File: config.mk
export PLATFORM = sky130hd
export DESIGN_NAME = uart_mdm_loopback
export DESIGN_NICKNAME = d
export VERILOG_FILES = /design/src/rtl/uml_pkg.sv /design/src/rtl/uml_modem_map.sv /design/src/rtl/uml_push_sel.sv /design/src/rtl/uart_mdm_loopback.sv
export SDC_FILE = /design/constraint.sdc
export NUM_CORES = 1
export LEC_CHECK = 0
export ABC_AREA = 0
export BUFFER_PORTS_ARGS = -buffer_cell sky130_fd_sc_hd__buf_2
export CORE_MARGIN = 3
export CORE_UTILIZATION = 37
export CTS_CLUSTER_SIZE = 10
export DETAILED_ROUTE_END_ITERATION = 8
export PLACE_DENSITY_LB_ADDON = 0.1
export SYNTH_ARGS = -nofsm -noshare
export SYNTH_HDL_FRONTEND = slang
export SYNTH_SLANG_ARGS = --single-unit
File: constraint.sdc
create_clock -name clk -period 1.2 [get_ports clk]
set_input_delay 0.06 -clock clk [delete_from_list [all_inputs] [get_ports clk]]
set_output_delay 0.06 -clock clk [all_outputs]
set_load 0.01 [all_outputs]
File: src/rtl/uml_pkg.sv
// Shared constants for the modem-control loopback unit.
// Assumes a fixed control-word layout that the register decoder also uses.
package uml_pkg;
    localparam int CTL_W    = 5;
    localparam int CTL_LBE  = 0;
    localparam int CTL_DTR  = 1;
    localparam int CTL_RTS  = 2;
    localparam int CTL_OUT1 = 3;
    localparam int CTL_OUT2 = 4;

    localparam int FLAG_W   = 4;
    localparam int FLG_CTS  = 0;
    localparam int FLG_DSR  = 1;
    localparam int FLG_DCD  = 2;
    localparam int FLG_RI   = 3;

    // Control bit that drives each status flag in loopback
    function automatic int flag_src(input int flag_idx);
        case (flag_idx)
            FLG_CTS: return CTL_RTS;
            FLG_DSR: return CTL_DTR;
            FLG_DCD: return CTL_OUT1;
            default: return CTL_OUT2;
        endcase
    endfunction
endpackage

File: src/rtl/uml_modem_map.sv
// Holds the loopback enable, the modem status flags and the modem interrupt
// bits. A control write with loop enable set maps the control outputs onto
// the flags and rebuilds the interrupt bits. A write with loop enable clear
// only turns loopback off.
// Assumes control writes arrive as single-cycle strobes.
module uml_modem_map
    import uml_pkg::*;
(
    input  logic              clk,
    input  logic              rst_n,
    input  logic              wr_en,
    input  logic [CTL_W-1:0]  wr_data,
    output logic              loop_en,
    output logic [FLAG_W-1:0] flags,
    output logic [FLAG_W-1:0] irq
);
    localparam logic [FLAG_W-1:0] MS_MASK = '1;

    logic [FLAG_W-1:0] mapped;
    logic [FLAG_W-1:0] irq_next;

    // Cross-map each control output onto its status flag
    for (genvar g = 0; g < FLAG_W; g++) begin : g_map
        assign mapped[g] = wr_data[flag_src(g)];
    end

    // Clear every modem interrupt bit, then set those whose flag is high
    always_comb begin
        irq_next = (irq & ~MS_MASK) | (mapped & MS_MASK);
    end

    // Register the loop enable, the flags and the interrupt bits
    always_ff @(posedge clk) begin
        if (!rst_n) begin
            loop_en <= 1'b0;
            flags   <= '0;
            irq     <= '0;
        end else if (wr_en) begin
            loop_en <= wr_data[CTL_LBE];
            if (wr_data[CTL_LBE]) begin
                flags <= mapped;
                irq   <= irq_next;
            end
        end
    end
endmodule

File: src/rtl/uml_push_sel.sv
// Picks the source of receive-queue pushes. In loopback the source is the
// data-register writes and rising send-break requests; otherwise it is the
// external line. A character wins over a break in the same cycle. Nothing
// is pushed while the queue is full.
// Assumes the strobes are single-cycle and that loop_en is registered state.
module uml_push_sel #(
    parameter int DATA_W = 8
) (
    input  logic            clk,
    input  logic            rst_n,
    input  logic            loop_en,
    input  logic            dr_wr_en,
    input  logic [DATA_W-1:0] dr_wdata,
    input  logic            lcr_wr_en,
    input  logic            lcr_brk,
    input  logic            line_rx_valid,
    input  logic [DATA_W-1:0] line_rx_data,
    input  logic            line_brk_evt,
    input  logic            rxq_full,
    output logic            push_valid,
    output logic [DATA_W:0] push_entry
);
    localparam int ENT_W = DATA_W + 1;

    logic              brk_q;
    logic              chr_req;
    logic              brk_req;
    logic [DATA_W-1:0] chr_data;
    logic [ENT_W-1:0]  next_entry;

    // Select the request sources for the current mode
    always_comb begin
        chr_req  = loop_en ? dr_wr_en : line_rx_valid;
        chr_data = loop_en ? dr_wdata : line_rx_data;
        brk_req  = loop_en ? (lcr_wr_en && lcr_brk && !brk_q) : line_brk_evt;
        next_entry = chr_req ? {1'b0, chr_data} : {1'b1, {DATA_W{1'b0}}};
    end

    // Track the stored send-break bit on every line-control write
    always_ff @(posedge clk) begin
        if (!rst_n)         brk_q <= 1'b0;
        else if (lcr_wr_en) brk_q <= lcr_brk;
    end

    // Register one push per cycle, dropped when the queue is full
    always_ff @(posedge clk) begin
        if (!rst_n) begin
            push_valid <= 1'b0;
            push_entry <= '0;
        end else begin
            push_valid <= (chr_req || brk_req) && !rxq_full;
            if ((chr_req || brk_req) && !rxq_full) push_entry <= next_entry;
        end
    end
endmodule

File: src/rtl/uart_mdm_loopback.sv
// Top of the modem-control loopback unit: joins the modem mapping stage and
// the receive-queue push selector. All outputs are registered, one cycle
// after their request.
module uart_mdm_loopback #(
    parameter int DATA_W = 8
) (
    input  logic              clk,
    input  logic              rst_n,
    input  logic              ctrl_wr_en,
    input  logic [4:0]        ctrl_wdata,
    input  logic              lcr_wr_en,
    input  logic              lcr_brk,
    input  logic              dr_wr_en,
    input  logic [DATA_W-1:0] dr_wdata,
    input  logic              line_rx_valid,
    input  logic [DATA_W-1:0] line_rx_data,
    input  logic              line_brk_evt,
    input  logic              rxq_full,
    output logic [3:0]        st_flags,
    output logic [3:0]        ms_irq,
    output logic              push_valid,
    output logic [DATA_W:0]   push_entry
);
    logic loop_en;

    uml_modem_map u_map (
        .clk     (clk),
        .rst_n   (rst_n),
        .wr_en   (ctrl_wr_en),
        .wr_data (ctrl_wdata),
        .loop_en (loop_en),
        .flags   (st_flags),
        .irq     (ms_irq)
    );

    uml_push_sel #(.DATA_W(DATA_W)) u_push (
        .clk           (clk),
        .rst_n         (rst_n),
        .loop_en       (loop_en),
        .dr_wr_en      (dr_wr_en),
        .dr_wdata      (dr_wdata),
        .lcr_wr_en     (lcr_wr_en),
        .lcr_brk       (lcr_brk),
        .line_rx_valid (line_rx_valid),
        .line_rx_data  (line_rx_data),
        .line_brk_evt  (line_brk_evt),
        .rxq_full      (rxq_full),
        .push_valid    (push_valid),
        .push_entry    (push_entry)
    );
endmodule

==> results.json <==
{
  "outcome": "complete, but fails checks",
  "violations": "negative setup slack",
  "holdCritStartpoint": "ctrl_wdata[3]",
  "final-hold-violation-count": 0,
  "synth_xor_area_share_pct": 0,
  "drv_slew": 0,
  "clk_path_buf_depth": 2,
  "r2r_cells": 2,
  "r2r-start": "u_push.brk_q$_SDFFE_PN0P_",
  "clk_latency_ns": 0.28,
  "final_common_cell": "buf_2",
  "max_freq_mhz": 833,
  "p_leak_nw": 0.547,
  "worstPathRequired_ns": 1.38,
  "cts_max_level": 1,
  "row_count": 16,
  "rsz0062_at_grt": "true",
  "critPathArrivalTime_ns": 1.38,
  "power_mw": 1.06,
  "setup_violations": 1,
  "synth_nets": 119,
  "nFillCells": 211,
  "grt_first_pass_wirelength_mm": 3.19,
  "area_growth_syn_to_layout_pct": 34.7,
  "firstDrtPassIters": 4,
  "final_cell_mix": "buf_2, dfxtp_1, nand3_1",
  "first_iter_violations": 11,
  "timing.slew.headroom_pct": 78.3,
  "grt_pass1_vias": 702,
  "crit_path_end_kind": "flop",
  "via_count": 812,
  "numCtsBuffers": 3,
  "synth_cells": 89,
  "routed_wl_mm": 2.05,
  "synth-simple-area-share_pct": 22.9,
  "die_h_um": 52.1,
  "cts_hold_buf": 0,
  "drv_cap": 0,
  "num-nets-final": 164,
  "synthAdderAreaFrac_pct": 0,
  "min_period_ns": 1.20,
  "multi_input_area_sq_um": 398,
  "synth_compound_area_share_pct": 24.5,
  "rr_endpoint": "u_push.push_entry[6]$_SDFFE_PN0P_",
  "clkTransAtPathRegs_ns": 0.08,
  "vdd_drop_max_mv": 0.608,
  "post-place-ws_ns": -0.0457,
  "crit_path_max_fanout": 5,
  "die-width_um": 52.1,
  "finalCritPeriodShare_pct": 100,
  "die_area_sq_um": 2720,
  "fin_util_pct": 53.5,
  "viasPerCell": 5.11,
  "synth_seq_cells": 16,
  "hold_path_end": "u_map.flags[2]$_SDFFE_PN0P_",
  "power_density_nw_per_um2": 996,
  "yosysUniqueCellTypes": 20,
  "final_layout_size_suffix_gt1_share_pct": 45.5,
  "drc": 0,
  "hold_path_class": "in2reg",
  "yosys-mux-area-fraction_pct": 1.27,
  "fin_ws_ns": -0.000753,
  "final.setup_skew_ns": 0.000397,
  "cts.sinks": 16,
  "start_kind": "flop",
  "grt_overflow": 0,
  "cts_tree": "built",
  "place_inst": 155,
  "synth_warnings": 0,
  "initial_core_util_pct": 39.7,
  "synth_top_family_by_area": "compound AO/OA/AOI/OAI gates",
  "hold_depth": 3,
  "path_class": "reg2reg",
  "instances_no_fill": 159,
  "worst_pin_slew_ns": 0.325,
  "yosysSeqAreaShare_pct": 40.7,
  "cts_root_buffer": "clkbuf_4",
  "hpwl_mm": 1.48,
  "grt_usage_pct": 15.9,
  "gp_congestion": 0.735,
  "coreArea_sq_um": 1980,
  "register_area_sq_um": 325,
  "r2r_slack_ns": -0.0008,
  "ios": 48,
  "diodes": 0,
  "routed_wire_length_per_instance_um": 12.9,
  "port-buffer-count": 47,
  "antenna_found_initial": 0,
  "syn_area_sq_um": 787,
  "antenna_left": 0,
  "grt_max_degree": 17,
  "avgSynthCellArea_sq_um": 8.84
}
==> worst max-delay path, stage by stage (launching register included) <==
cell and delay [ns]:
dfxtp_2 0.34, or4b_4 0.56, a41o_1 0.20
==> worst max path at each step <==
| stage | to | startpoint | depth (start not counted) | slack (ns) |
|---|---|---|---|---|
| 3_5_place_dp | u_push.push_entry[6]$_SDFFE_PN0P_ | u_map.loop_en$_SDFFE_PN0P_ | 2 | -0.05 |
| 4_1_cts | u_push.push_entry[6]$_SDFFE_PN0P_ | u_push.brk_q$_SDFFE_PN0P_ | 2 | 0.002 |
| 5_1_grt | u_push.push_entry[2]$_SDFFE_PN0P_ | u_push.brk_q$_SDFFE_PN0P_ | 2 | -0.03 |
| 3_3_place_gp | u_push.push_entry[3]$_SDFFE_PN0P_ | u_map.loop_en$_SDFFE_PN0P_ | 2 | -0.02 |
| 2_1_floorplan | u_push.push_entry[0]$_SDFFE_PN0P_ | u_push.brk_q$_SDFFE_PN0P_ | 3 | -0.008 |
| 6_report | u_push.push_entry[6]$_SDFFE_PN0P_ | u_push.brk_q$_SDFFE_PN0P_ | 2 | -0.0008 |
==> sequential cells by signal, indices dropped and copies added (netlist names) <==
signal             cells
u_push.push_entry      9
u_map.flags            4
u_map.loop_en          1
u_push.brk_q           1
u_push.push_valid      1
==> metal layers <==
metal	GRT usage (%)	vias up	routed length (um)	share of wire, %
met5	0	-	0	0
met1	22.5	363	938	46
met3	5.44	2	139	6.8
li1	-	417	-	-
met2	23.0	30	958	47
met4	3.49	0	12	0.59
==> what timing repair did <==
item | CTS | global route
gates resized for setup | 3 | 3
setup buffers | 0 | 0
cloned | 1 | 0
hold endpoints to repair | 0 | 0
pin swaps | 0 | 1
endpoints found under the setup margin | 9 | 9
==> cell families after synthesis <==
group           after synthesis
flops                        16
compound gates               26
buf+inv                      15
mux                           1
simple gates                 31
==> cells in the mapped netlist <==
| library cell | count | share of area (%) |
|---|---|---|
| a211o_1 | 1 | 1.1 |
| a21boi_0 | 7 | 6.7 |
| a21oi_1 | 8 | 5.1 |
| a31oi_1 | 1 | 0.80 |
| a41o_1 | 8 | 10 |
| buf_1 | 1 | 0.48 |
| buf_2 | 4 | 2.5 |
| buf_4 | 4 | 3.8 |
| buf_6 | 1 | 1.4 |
| clkbuf_1 | 3 | 1.4 |
| dfxtp_1 | 16 | 41 |
| inv_1 | 2 | 0.95 |
| mux2i_1 | 1 | 1.3 |
| nand2_1 | 6 | 2.9 |
| nand2b_1 | 3 | 2.4 |
| nand3_1 | 12 | 7.6 |
| nand3b_1 | 8 | 7.6 |
| nor3_1 | 1 | 0.64 |
| o21ai_0 | 1 | 0.64 |
| or4b_4 | 1 | 1.7 |
==> stage by stage <==
stage                     instance area, sq um  hold slack, ns   TNS [ns]
final                                     1060          0.0357  -0.000753
after global routing                      1060          0.0443     -0.200
after detailed placement                  1020           0.335     -0.338
after global placement                    1020           0.328     -0.163
after floorplan                            787           0.216    -0.0608
after CTS                                 1060          0.0337          0
==> report_power, final <==
| group | switching [mW] | internal, mW | total [mW] |
|---|---|---|---|
| Combinational | 0.106 | 0.105 | 0.211 |
| Sequential | 0.0163 | 0.559 | 0.575 |
| Clock | 0.153 | 0.116 | 0.270 |
==> layout make-up <==
| class | count | share of cell area, % |
|---|---|---|
| Multi-Input combinational cell | 59 | 37.5 |
| Sequential cell | 16 | 30.7 |
| Timing Repair Buffer | 52 | 25.7 |
| Tap cell | 27 | 3.19 |
| Clock buffer | 3 | 2.13 |
| Inverter | 2 | 0.708 |
Note: power is estimated with default switching activity, not from simulation.
